===== src/rtl/pds_pkg.sv =====
package pds_pkg;
  localparam int unsigned WORD_W = 32;
  localparam int unsigned CNT_W  = $clog2(WORD_W) + 1;

  typedef enum logic [2:0] {
    A_CTRL  = 3'd0,
    A_STAT  = 3'd1,
    A_IEN   = 3'd2,
    A_BUF   = 3'd3,
    A_BUFSW = 3'd4
  } reg_addr_e;

  typedef struct packed {
    logic [4:0] pw_m1;
    logic [1:0] pin_cfg;
    logic       src_next;
    logic       rx_mode;
  } ctrl_t;

  localparam logic [1:0] PIN_OUT = 2'd3;

  function automatic logic [WORD_W-1:0] byte_rev(input logic [WORD_W-1:0] w);
    return {w[7:0], w[15:8], w[23:16], w[31:24]};
  endfunction
endpackage


===== src/rtl/pds_regs.sv =====
module pds_regs
  import pds_pkg::*;
#(
  parameter int unsigned PIN_W = 8
) (
  input  logic              clk_i,
  input  logic              rst_ni,
  input  logic              reg_we_i,
  input  logic              reg_re_i,
  input  logic [2:0]        reg_addr_i,
  input  logic [WORD_W-1:0] reg_wdata_i,
  output ctrl_t             ctrl_o,
  output logic              ien_o,
  output logic              cfg_wr_o,
  output logic              cfg_rx_o,
  output logic              load_o,
  output logic [WORD_W-1:0] load_data_o,
  output logic              clr_o
);
  localparam logic [4:0] PW_MAX = 5'(PIN_W - 1);

  ctrl_t ctrl_q;
  logic  ien_q;
  logic  wr_ctrl, wr_stat, wr_ien, wr_buf, wr_bufsw, rd_buf;
  logic [4:0] pw_new;

  assign wr_ctrl  = reg_we_i && (reg_addr_i == A_CTRL);
  assign wr_stat  = reg_we_i && (reg_addr_i == A_STAT);
  assign wr_ien   = reg_we_i && (reg_addr_i == A_IEN);
  assign wr_buf   = reg_we_i && (reg_addr_i == A_BUF);
  assign wr_bufsw = reg_we_i && (reg_addr_i == A_BUFSW);
  assign rd_buf   = reg_re_i && ((reg_addr_i == A_BUF) || (reg_addr_i == A_BUFSW));

  assign pw_new = (reg_wdata_i[8:4] > PW_MAX) ? PW_MAX : reg_wdata_i[8:4];

  always_ff @(posedge clk_i or negedge rst_ni) begin
    if (!rst_ni) begin
      ctrl_q <= '{pw_m1: PW_MAX, pin_cfg: 2'd0, src_next: 1'b0, rx_mode: 1'b0};
      ien_q  <= 1'b0;
    end else begin
      if (wr_ctrl) begin
        ctrl_q <= '{pw_m1: pw_new, pin_cfg: reg_wdata_i[3:2],
                    src_next: reg_wdata_i[1], rx_mode: reg_wdata_i[0]};
      end
      if (wr_ien) ien_q <= reg_wdata_i[0];
    end
  end

  assign ctrl_o      = ctrl_q;
  assign ien_o       = ien_q;
  assign cfg_wr_o    = wr_ctrl;
  assign cfg_rx_o    = reg_wdata_i[0];
  assign load_o      = (wr_buf || wr_bufsw) && !ctrl_q.rx_mode;
  assign load_data_o = wr_bufsw ? byte_rev(reg_wdata_i) : reg_wdata_i;
  // rx buffer reads consume the word; status write-1 always clears
  assign clr_o       = (wr_stat && reg_wdata_i[0]) || (rd_buf && ctrl_q.rx_mode);

  a_r5_pw_clamped: assert property (@(posedge clk_i) disable iff (!rst_ni)
    ctrl_q.pw_m1 <= PW_MAX);
endmodule


===== src/rtl/pds_engine.sv =====
module pds_engine
  import pds_pkg::*;
#(
  parameter int unsigned PIN_W = 8
) (
  input  logic              clk_i,
  input  logic              rst_ni,
  input  logic              rx_mode_i,
  input  logic              src_next_i,
  input  logic [4:0]        pw_m1_i,
  input  logic [PIN_W-1:0]  pin_i,
  input  logic [PIN_W-1:0]  next_i,
  input  logic              tick_i,
  input  logic              cfg_wr_i,
  input  logic              cfg_rx_i,
  input  logic              load_i,
  input  logic [WORD_W-1:0] load_data_i,
  input  logic              clr_i,
  output logic              flag_o,
  output logic [PIN_W-1:0]  beat_o,
  output logic [WORD_W-1:0] word_o
);
  logic [WORD_W-1:0] sr_q, hold_q;
  logic [CNT_W-1:0]  bits_q, bw;
  logic              flag_q, last;
  logic [PIN_W-1:0]  mask, rx_in;
  logic [WORD_W-1:0] sh_tx, sh_rx, rx_in_w;
  logic [2*WORD_W-1:0] rx_cat;

  assign bw   = CNT_W'(pw_m1_i) + CNT_W'(1);
  assign last = ({1'b0, bits_q} + {1'b0, bw}) >= (CNT_W+1)'(WORD_W);

  for (genvar i = 0; i < PIN_W; i++) begin : g_mask
    assign mask[i] = bw > CNT_W'(i);
  end

  assign rx_in   = (src_next_i ? next_i : pin_i) & mask;
  assign rx_in_w = WORD_W'(rx_in);
  assign sh_tx   = sr_q >> bw;
  assign rx_cat  = {rx_in_w, sr_q} >> bw;
  assign sh_rx   = rx_cat[WORD_W-1:0];

  always_ff @(posedge clk_i or negedge rst_ni) begin
    if (!rst_ni) begin
      sr_q   <= '0;
      hold_q <= '0;
      bits_q <= '0;
      flag_q <= 1'b1;
    end else if (cfg_wr_i) begin
      sr_q   <= '0;
      bits_q <= '0;
      flag_q <= !cfg_rx_i;
    end else if (load_i) begin
      hold_q <= load_data_i;
      sr_q   <= load_data_i;
      bits_q <= '0;
      flag_q <= 1'b0;
    end else if (clr_i) begin
      sr_q   <= rx_mode_i ? '0 : hold_q;
      bits_q <= '0;
      flag_q <= 1'b0;
    end else if (tick_i && !flag_q) begin
      sr_q <= rx_mode_i ? sh_rx : sh_tx;
      if (last) begin
        bits_q <= '0;
        flag_q <= 1'b1;
        if (rx_mode_i) hold_q <= sh_rx;
      end else begin
        bits_q <= bits_q + bw;
      end
    end
  end

  assign flag_o = flag_q;
  assign beat_o = rx_mode_i ? '0 : (sr_q[PIN_W-1:0] & mask);
  assign word_o = hold_q;

  a_r2_load_clears_flag: assert property (@(posedge clk_i) disable iff (!rst_ni)
    (load_i && !cfg_wr_i) |=> !flag_q);
  a_r4_bit_count_bound: assert property (@(posedge clk_i) disable iff (!rst_ni)
    bits_q < CNT_W'(WORD_W));
  a_r4_flag_sets_on_tick: assert property (@(posedge clk_i) disable iff (!rst_ni)
    (!flag_q && !tick_i && !cfg_wr_i) |=> !flag_q);
  a_r6_word_held: assert property (@(posedge clk_i) disable iff (!rst_ni)
    (flag_q && rx_mode_i && !cfg_wr_i && !clr_i) |=> $stable(hold_q));
endmodule


===== src/rtl/pds_shifter.sv =====
module pds_shifter
  import pds_pkg::*;
#(
  parameter int unsigned PIN_W = 8
) (
  input  logic              clk_i,
  input  logic              rst_ni,
  input  logic              reg_we_i,
  input  logic              reg_re_i,
  input  logic [2:0]        reg_addr_i,
  input  logic [31:0]       reg_wdata_i,
  output logic [31:0]       reg_rdata_o,
  input  logic              shift_tick_i,
  input  logic [PIN_W-1:0]  pin_i,
  input  logic [PIN_W-1:0]  next_data_i,
  output logic [PIN_W-1:0]  pin_o,
  output logic              pin_oe_o,
  output logic              status_o,
  output logic              timer_trig_o,
  output logic              irq_o
);
  ctrl_t             ctrl;
  logic              ien, cfg_wr, cfg_rx, load, clr, flag;
  logic [WORD_W-1:0] load_data, word;

  pds_regs #(.PIN_W(PIN_W)) u_regs (
    .clk_i       (clk_i),
    .rst_ni      (rst_ni),
    .reg_we_i    (reg_we_i),
    .reg_re_i    (reg_re_i),
    .reg_addr_i  (reg_addr_i),
    .reg_wdata_i (reg_wdata_i),
    .ctrl_o      (ctrl),
    .ien_o       (ien),
    .cfg_wr_o    (cfg_wr),
    .cfg_rx_o    (cfg_rx),
    .load_o      (load),
    .load_data_o (load_data),
    .clr_o       (clr)
  );

  pds_engine #(.PIN_W(PIN_W)) u_engine (
    .clk_i       (clk_i),
    .rst_ni      (rst_ni),
    .rx_mode_i   (ctrl.rx_mode),
    .src_next_i  (ctrl.src_next),
    .pw_m1_i     (ctrl.pw_m1),
    .pin_i       (pin_i),
    .next_i      (next_data_i),
    .tick_i      (shift_tick_i),
    .cfg_wr_i    (cfg_wr),
    .cfg_rx_i    (cfg_rx),
    .load_i      (load),
    .load_data_i (load_data),
    .clr_i       (clr),
    .flag_o      (flag),
    .beat_o      (pin_o),
    .word_o      (word)
  );

  always_comb begin
    unique case (reg_addr_i)
      A_CTRL:  reg_rdata_o = 32'(ctrl);
      A_STAT:  reg_rdata_o = 32'(flag);
      A_IEN:   reg_rdata_o = 32'(ien);
      A_BUF:   reg_rdata_o = word;
      A_BUFSW: reg_rdata_o = byte_rev(word);
      default: reg_rdata_o = '0;
    endcase
  end

  assign pin_oe_o     = (ctrl.pin_cfg == PIN_OUT);
  assign status_o     = flag;
  assign timer_trig_o = !flag;
  assign irq_o        = flag && ien;

  // interrupt cannot drop without a register access
  a_r11_irq_held: assert property (@(posedge clk_i) disable iff (!rst_ni)
    (irq_o && !reg_we_i && !reg_re_i) |=> irq_o);
  a_r2_trig_flag_excl: assert property (@(posedge clk_i) disable iff (!rst_ni)
    !(timer_trig_o && irq_o));
endmodule


===== config.mk =====
export PLATFORM = sky130hd
export DESIGN_NAME = pds_shifter
export DESIGN_NICKNAME = d
export VERILOG_FILES = /design/src/rtl/pds_pkg.sv /design/src/rtl/pds_regs.sv /design/src/rtl/pds_engine.sv /design/src/rtl/pds_shifter.sv
export SDC_FILE = /design/constraint.sdc
export NUM_CORES = 1
export LEC_CHECK = 0
export ABC_AREA = 1
export BUFFER_PORTS_ARGS = -buffer_cell sky130_fd_sc_hd__buf_2
export CORE_MARGIN = 2
export CORE_UTILIZATION = 61
export DETAILED_ROUTE_END_ITERATION = 16
export GPL_ROUTABILITY_DRIVEN = 1
export PLACE_DENSITY = 0.83
export SYNTH_ARGS = -nofsm -noshare
export SYNTH_HDL_FRONTEND = slang
export SYNTH_HIERARCHICAL = 1
export SYNTH_SLANG_ARGS = --single-unit

===== constraint.sdc =====
create_clock -name clk_i -period 4.2 [get_ports clk_i]
set_clock_uncertainty 0.2 [all_clocks]
set_input_delay 0.42 -clock clk_i [delete_from_list [all_inputs] [get_ports clk_i]]
set_output_delay 0.42 -clock clk_i [all_outputs]
set_load 0.03 [all_outputs]

==> metrics, run 1 <==
post-DP HPWL 23.2 mm; Worst EP arrival 3.35 ns; worst-margin pin slew 1.12 ns; Hold WC Path Type in2async; Pint 2.57 mW; GRT Resource Usage Total 0.412; Die Y 123 µm; final worst path period share 0.788; drt pass-1 iters 6; Routed WL per cell 18.9 µm; Hold Violations, Final 0; Worst setup SP type flop; synth top area cells nand2_1 (23%), dfrtp_1 (22%), nand3_1 (6.5%), o21ai_0 (5.7%), inv_1 (4.3%); top cell type's share of synthesized area 0.234; clock period minus worst slack 3.31 ns; vias per cell 6.15; status complete, no violations; Post-synth EDFFs 0; initial core utilization 0.623; worst path bufs/invs 2; Placer Congestion 1.00; WHS 0.0401 ns; Rows 43; GRT overflow 0; Pwr per Cell Area 603 nW/µm²; CP cell instances clkinv_1, ha_1, fa_1, a21boi_1, o21ai_1, o21ai_2, nand3_2, nand2_2, buf_4, a21oi_1, o21ai_1, nand2_1; share of cells above drive strength 1 0.152; maxcap violations 0; Peak VDD IR 0.289 mV; Mapped Area 8650 µm²; Post-synth top flop dfrtp_1; critical path's most frequent cell o21ai_1; dpl cell area 8980 µm²; number of antenna violations at the first check in global routing 0; slowest stage delay, CP 0.63 ns; IO buf count 99; CTS Buffer Depth 2; Worst path slowest cell dfstp_2; Distinct cells, synth 46; post-route design area 9270 µm²; Yosys reg bits 81; CTS tree done; clock latency on the worst-skew pair 0.36 ns; Required @ worst endpoint 4.24 ns; CP delay by family, top adder cells; Post-DRT Antenna Nets 0; kind of critical path reg2reg; RSZ-0062 raised after global routing false; largest net degree at the start of global routing 82; IO Pins 100; n_diodes 0; sequential share of power 0.269; post-synthesis cell count 1438; iteration-0 DRC count of the detailed router 1468; Post-Route WL 31.3 mm; Worst setup EP type flop; first-pass GRT wire length 47.0 mm; Slew Viols, Final 0; DR WL met3 4.09 mm; Sw Share 0.541; Final setup viols 0; Die Area 15200 µm²; syn_area_per_cell 6.02 µm²; synth-to-layout area growth 7.11%; P_sw 3.02 mW; Synth Net Count 1503; sequential-to-total area share from yosys stat 0.235; Yosys warning count 6; Die X 123 µm; Met1 Wirelength 13.1 mm; Gates resized, CTS repair 0; core box area 13900 µm²; DRC 0; Leakage 4.89 nW; clk slew on worst S/H paths 0.07 ns; Clock H-tree levels 3; Async SR Flop Fraction 1.00; number of global-route vias before repair 8493; worst rel slew slack 0.254; setup TNS 0 ns; met2 WL 13.0 mm; Yosys top cell by area nand2_1; uppermost layer routed met4; Logic pwr share 0.584; hold buffer count at CTS 0; Clock Power Share 0.147; highest clock rate 302 MHz; clock sink count 81; Total Power 5.59 mW; NumNets Final 1537; most instantiated library cell after synthesis nand2_1; vias post-DR 10200; root buffer cell clkbuf_16; Num CTS Buffers 9; CP Max Fanout 44; Post-synth top cells nand2_1 (540), nand3_1 (112), inv_1 (100); Post-CTS Repair Setup Buffers 0
path summary, 6_finish.rpt:
kind | startpoint | endpoint | slack [ns] | cells after the start
worst max-delay path | u_regs/ctrl_o[5]$_DFFE_PN1P_ | u_engine/word_o[20]$_DFFE_PN0P_ | 0.89 | 12
worst max register to register | u_regs/ctrl_o[5]$_DFFE_PN1P_ | u_engine/word_o[20]$_DFFE_PN0P_ | 0.89 | 12
max in group asynchronous | rst_ni | u_regs/ctrl_o[8]$_DFFE_PN0P_ | 2.98 | 1
worst min-delay path | rst_ni | u_regs/ien_o$_DFFE_PN0P_ | 0.04 | 1
worst min register to register | u_engine/sr_q[4]$_DFFE_PN0P_ | u_engine/sr_q[4]$_DFFE_PN0P_ | 0.29 | 2
min in group clk_i | reg_wdata_i[1] | u_regs/ctrl_o[1]$_DFFE_PN0P_ | 0.10 | 3
worst reg2reg max path, stage by stage (launching register included):
cell and delay (ns):
dfstp_2 0.63, clkinv_1 0.13, ha_1 0.38, fa_1 0.46
a21boi_1 0.16, o21ai_1 0.15, o21ai_2 0.23, nand3_2 0.10
nand2_2 0.10, buf_4 0.39, a21oi_1 0.11, o21ai_1 0.10
nand2_1 0.06
area by class of cell:
type | count | area [µm²]
multi-input cells | 1147 | 5640
fillers | 1384 | 4610
flip-flops and latches | 81 | 2030
repair buffers | 121 | 663
inverters | 112 | 420
clock buffers | 13 | 250
well taps | 180 | 225
clock inverters | 3 | 40.0
power by group through the flow:
stage | Combinational (mW) | Clock, mW | Sequential [mW]
after floorplan | 2.30 | 0 | 1.33
after global placement | 3.09 | 0 | 1.48
after detailed placement | 3.13 | 0 | 1.48
after CTS | 3.14 | 0.820 | 1.47
after global routing | 3.55 | 0.860 | 1.52
final | 3.26 | 0.822 | 1.50
per-stage QoR:
stage / utilization / std cells / worst slack, ns
global route: 0.668 / 1657 / 0.678
CTS: 0.668 / 1657 / 0.981
finish: 0.668 / 1657 / 0.892
floorplan: - / 1438 / 0.937
global placement: 0.647 / 1641 / 0.965
detailed placement: 0.647 / 1641 / 0.930
layer usage:
layer	vias up	track usage
li1	4815	-
met1	4627	0.599
met2	683	0.583
met3	73	0.117
met4	0	0.139
met5	-	0
state kept, by name, indices dropped and copies added (netlist names):
| signal | count |
|---|---|
| u_regs/ctrl_o | 9 |
| u_engine/sr_q | 32 |
| u_engine/word_o | 32 |
| u_engine/bits_q | 6 |
| u_engine/flag_o | 1 |
| u_regs/ien_o | 1 |
cells by family after synthesis:
group | count (synthesis) | share of synthesized area
AOI/OAI and AO/OA | 272 | 0.177
muxes | 20 | 0.0241
adders and majority gates | 9 | 0.0139
xor gates and xnor gates | 3 | 0.00304
buffers and inverters | 210 | 0.114
DFF | 81 | 0.235
and+or+nand+nor | 843 | 0.433
cells in the final DEF, fill, tap and decap left out, types with 23 or more instances in the layout:
master	Yosys	layout
a21oi_1	74	74
buf_2	36	98
buf_4	15	23
dfrtp_1	77	76
inv_1	100	100
nand2_1	540	540
nand3_1	112	112
nand4_1	50	50
nor2_1	63	62
o21ai_0	99	99
o21ai_1	37	37
No activity file was read; power rests on OpenSTA's default activity.
==> run 2, diff against run 1 <==
==> constraint.sdc (replaced) <==
create_clock -name clk_i -period 3.4 [get_ports clk_i]
set_clock_uncertainty 0.2 [all_clocks]
set_input_delay 0.34 -clock clk_i [delete_from_list [all_inputs] [get_ports clk_i]]
set_output_delay 0.34 -clock clk_i [all_outputs]
set_load 0.03 [all_outputs]
==> run 2 against run 1 <==
- non-clock buffer count grew 15
- critical path depth increased by 5
- register-to-register slack got worse by 0.67 ns
- cell count up 0.91%
- count of clock-buffer cells in the layout decreased by 1
- critical endpoint is now u_engine/sr_q[10]$_DFFE_PN0P_
- largest power group unchanged
==> metrics, run 2 (same netlist as run 1, synthesis figures left out) <==
n_diodes 0; GRT overflow 0; Leakage 5.00 nW; highest clock rate 315 MHz; met3 Use GR 0.0816; CTS tree done; vias per cell 6.23; largest net degree at the start of global routing 60; Place WS 0.307 ns; sequential share of power 0.257; Die Area 15200 µm²; DRC 0; maxcap violations 0; Pwr per Cell Area 751 nW/µm²; slowest stage delay, CP 0.54 ns; Total Power 7.11 mW; Clock H-tree levels 3; synth-to-layout area growth 9.37%; worst rel slew slack 0.424; fillers 1343; status complete, no violations; Rows 43; iteration-0 DRC count of the detailed router 1403; P_sw 3.73 mW; clock sink count 81; NumNets Final 1552; Post-Route WL 32.0 mm; CP Max Fanout 10; clk slew on worst S/H paths 0.07 ns; R2R depth 17; post-route design area 9470 µm²; GRT Resource Usage Total 0.429; Worst setup EP type flop; Routed WL per cell 19.2 µm; Die X 123 µm; share of cells above drive strength 1 0.162; Sw Share 0.525; Worst setup SP type flop; setup TNS 0 ns; first-pass GRT wire length 49.3 mm; Placer Congestion 1.02; Util after Layout 0.682; CTS Buffer Depth 2; Clock Power Share 0.171; vias post-DR 10400; post-DP HPWL 23.3 mm; Pint 3.38 mW; IO buf count 99; IO Pins 100; worst-margin pin slew 0.864 ns; final std cells w/o fill 1672; Hold WC Path Type in2reg; Logic pwr share 0.573; dpl cells 1655; Post-DRT Antenna Nets 0; gr busiest metal met2; FF-to-FF setup slack 0.23 ns; Die Y 123 µm; critical path's most frequent cell nand2_1; root buffer cell clkbuf_16; Worst path slowest cell dfstp_2; clock latency on the worst-skew pair 0.37 ns; number of antenna violations at the first check in global routing 0; drt pass-1 iters 6; hold path depth 3; Hold Violations, Final 0; kind of critical path reg2reg; Final setup viols 0; WHS 0.0125 ns; dpl cell area 9100 µm²; most common cell after layout, fill and taps aside nand2_1; highest-count cells in the layout ignoring fill and taps nand2_1 (540), nand3_1 (112), inv_1 (100); GR met1 Demand/Resource 0.613; Required @ worst endpoint 3.44 ns; initial core utilization 0.623; grt met2 use 0.631; CP cell instances buf_4, ha_2, nand3_1, nand2_1, nand2_2, nor2_4, nand3_1, nand3_1, nand3_1, nand2_1, nand2_1, nand3_2, nand3_2, o21bai_1, nand2_1, nand2_1, nand2_1; Slew Viols, Final 0; Peak VDD IR 0.324 mV; number of global-route vias before repair 9137; core box area 13900 µm²; Worst EP arrival 3.21 ns; Num CTS Buffers 9; RSZ-0062 raised after global routing false; worst setup margin 0.226 ns; final worst path period share 0.934; clock period minus worst slack 3.17 ns
## run 2: area by class of cell
type	instances	area, µm²	share of cell area
multi-input combinational	1147	5640	0.596
sequential	81	2030	0.215
timing repair buffer	136	791	0.0835
tap	180	225	0.0238
clock inverter	4	98.8	0.0104
inverter	112	420	0.0444
clock buffer	12	256	0.0271
## run 2: worst paths after layout
kind,from,end
max in group asynchronous,rst_ni,u_engine/sr_q[15]$_DFFE_PN0P_
worst max-delay path,u_regs/ctrl_o[4]$_DFFE_PN1P_,u_engine/sr_q[10]$_DFFE_PN0P_
worst min-delay path,reg_wdata_i[2],u_regs/ctrl_o[2]$_DFFE_PN0P_
worst min register to register,u_engine/bits_q[5]$_DFFE_PN0P_,u_engine/bits_q[5]$_DFFE_PN0P_
min in group asynchronous,rst_ni,u_regs/ien_o$_DFFE_PN0P_
worst max register to register,u_regs/ctrl_o[4]$_DFFE_PN1P_,u_engine/sr_q[10]$_DFFE_PN0P_
## run 2: repair_timing
action | 4_1_cts | 5_1_grt
buffers inserted | 0 | 0
hold buffers | 1 | 0
setup endpoints to repair | 0 | 1
endpoints found under the hold margin | 53 | 0
resized for setup | 0 | 1
## run 2: metal layers
metal	wire length [µm]	vias to the layer above
met5	0	-
met4	1490	0
met3	4130	126
met2	13400	745
met1	13000	4697
li1	-	4852
## run 2: critical path, delay by kind of cell, from the launching register on
family | cells | cell delay, ns
compound gates | 1 | 0.16
fa+ha+maj | 1 | 0.24
buf+inv | 1 | 0.17
flops | 1 | 0.54
simple gates | 14 | 1.73
## run 2: power by group through the flow
stage          sequential (mW)  clock (mW)  combinational (mW)
2_1_floorplan             1.65           0                2.84
3_3_place_gp              1.80           0                3.85
3_5_place_dp              1.80           0                3.90
4_1_cts                   1.79        1.21                3.93
5_1_grt                   1.85        1.25                4.46
6_report                  1.83        1.21                4.07
==> run 3, diff against run 2 <==
--- a/config.mk
+++ b/config.mk
@@ -9,6 +9,7 @@
 export BUFFER_PORTS_ARGS = -buffer_cell sky130_fd_sc_hd__buf_2
 export CORE_MARGIN = 2
 export CORE_UTILIZATION = 61
+export CTS_BUF_LIST = sky130_fd_sc_hd__clkbuf_16
 export DETAILED_ROUTE_END_ITERATION = 16
 export GPL_ROUTABILITY_DRIVEN = 1
 export PLACE_DENSITY = 0.83
==> run 3 against run 2 <==
- sequential share of layout area about the same
- design area shrank 0.21%
- utilization fell by 0.14 points
- maximum frequency about the same
- critical endpoint unchanged
- largest power group unchanged
==> metrics, run 3 (same netlist as run 1, synthesis figures left out) <==
clock period minus worst slack 3.17 ns; worst hold endpoint u_regs/ctrl_o[2]$_DFFE_PN0P_; highest clock rate 315 MHz; root buffer cell clkbuf_16; clk slew on worst S/H paths 0.07 ns; Peak VDD IR 0.323 mV; worst reg2reg endpoint u_engine/sr_q[10]$_DFFE_PN0P_; CP cell instances buf_4, ha_2, nand3_1, nand2_1, nand2_2, nor2_4, nand3_1, nand3_1, nand3_1, nand2_1, nand2_1, nand3_2, nand3_2, o21bai_1, nand2_1, nand2_1, nand2_1; setup TNS 0 ns; synth-to-layout area growth 9.14%; Worst setup EP type flop; R2R depth 17; CTS tree done; Die Area 15200 µm²; Rows 43; fillers 1348; kind of critical path reg2reg; number of antenna violations at the first check in global routing 0; Required @ worst endpoint 3.44 ns; FF-to-FF setup slack 0.23 ns; Post-Route WL 31.9 mm; Worst setup SP type flop; core box area 13900 µm²; RSZ-0062 raised after global routing false; GRT Resource Usage Total 0.430; Final setup viols 0; drt pass-1 iters 5; Pwr per Cell Area 747 nW/µm²; post-DP HPWL 23.3 mm; post-route design area 9450 µm²; Clock H-tree levels 3; slowest stage delay, CP 0.54 ns; hold wc startpoint reg_wdata_i[2]; Die Y 123 µm; Worst path slowest cell dfstp_2; vias per cell 6.19; critical path's most frequent cell nand2_1; Die X 123 µm; Leakage 4.99 nW; maxcap violations 0; CTS Buffer Depth 2; worst-margin pin slew 0.871 ns; Util after Layout 0.680; Post-DRT Antenna Nets 0; Num CTS Buffers 9; dpl cell area 9100 µm²; highest-count cells in the layout ignoring fill and taps nand2_1 (540), nand3_1 (112), inv_1 (101); Routed WL per cell 19.1 µm; GRT overflow 0; Total Power 7.05 mW; iteration-0 DRC count of the detailed router 1341; initial core utilization 0.623; final worst path period share 0.934; Hold WC Path Type in2reg; clock latency on the worst-skew pair 0.37 ns; most common cell after layout, fill and taps aside nand2_1; NumNets Final 1552; worst rel slew slack 0.419; Slew Viols, Final 0; clock sink count 81; Hold Violations, Final 0; status complete, no violations; number of global-route vias before repair 9139; DRC 0; n_diodes 0; Placer Congestion 1.02; r2r startpoint u_regs/ctrl_o[4]$_DFFE_PN1P_; vias post-DR 10400; hold path depth 3; IO buf count 99; Post-CTS Repair Setup Buffers 0; IO Pins 100; share of cells above drive strength 1 0.160; first-pass GRT wire length 49.3 mm; largest net degree at the start of global routing 60; Worst EP arrival 3.21 ns; CP Max Fanout 10
[run 3: changes by cell type in the layout (fill, tap and decap cells not counted)]
cell,change
clkbuf_8,-2
clkbuf_1,-1
clkinv_1,+2
inv_1,+1
[run 3: worst max path at each step]
stage                                            start                               to  slack [ns]  depth (start not counted)
after floorplan           u_regs/ctrl_o[5]$_DFFE_PN1P_  u_engine/word_o[31]$_DFFE_PN0P_        0.14                         19
after global placement    u_regs/ctrl_o[5]$_DFFE_PN1P_  u_engine/word_o[31]$_DFFE_PN0P_        0.36                         15
after detailed placement  u_regs/ctrl_o[5]$_DFFE_PN1P_  u_engine/word_o[31]$_DFFE_PN0P_        0.31                         15
after CTS                 u_regs/ctrl_o[4]$_DFFE_PN1P_    u_engine/sr_q[10]$_DFFE_PN0P_        0.27                         17
after global routing      u_regs/ctrl_o[4]$_DFFE_PN1P_    u_engine/sr_q[10]$_DFFE_PN0P_        0.04                         17
final                     u_regs/ctrl_o[4]$_DFFE_PN1P_    u_engine/sr_q[10]$_DFFE_PN0P_        0.23                         17
[run 3: power breakdown]
group	switching [mW]	internal (mW)	total, mW
clock network	0.449	0.712	1.16
registers	0.442	1.38	1.82
logic	2.83	1.24	4.07
total	3.72	3.33	7.05
[run 3: critical path: cells and delay by family, from the launching register on]
| kind | cells | cell delay (ns) |
|---|---|---|
| AOI/OAI and AO/OA | 1 | 0.17 |
| buffers and inverters | 1 | 0.17 |
| and+or+nand+nor | 14 | 1.73 |
| DFF | 1 | 0.54 |
| adders and majority gates | 1 | 0.25 |
[run 3: area by class of cell]
type | instances | area (µm²) | share of cell area
multi-input combinational | 1147 | 5640 | 0.597
sequential | 81 | 2030 | 0.215
timing repair buffer | 136 | 791 | 0.0837
inverter | 112 | 420 | 0.0445
clock buffer | 9 | 225 | 0.0238
tap | 180 | 225 | 0.0238
clock inverter | 7 | 110 | 0.0117
[run 3: what timing repair did]
action	in CTS	in global routing
hold buffers	1	0
endpoints found under the setup margin	0	1
hold endpoints to repair	53	0
gates resized for setup	0	1
[run 3: layer usage]
metal	wire length [µm]	GRT usage	vias up	part of all wire
li1	-	-	4854	-
met1	12900	0.612	4669	0.40
met2	13200	0.627	704	0.41
met3	4230	0.0849	128	0.13
met4	1630	0.195	0	0.051
met5	0	0	-	0
[run 3: metrics by stage]
step | hold WS (ns) | std cells | worst slack (ns)
after floorplan | -0.156 | 1438 | 0.137
after global placement | 0.265 | 1655 | 0.362
after detailed placement | 0.278 | 1655 | 0.307
after CTS | 0.00734 | 1672 | 0.271
after global routing | 0.0252 | 1672 | 0.0353
final | 0.0134 | 1672 | 0.225
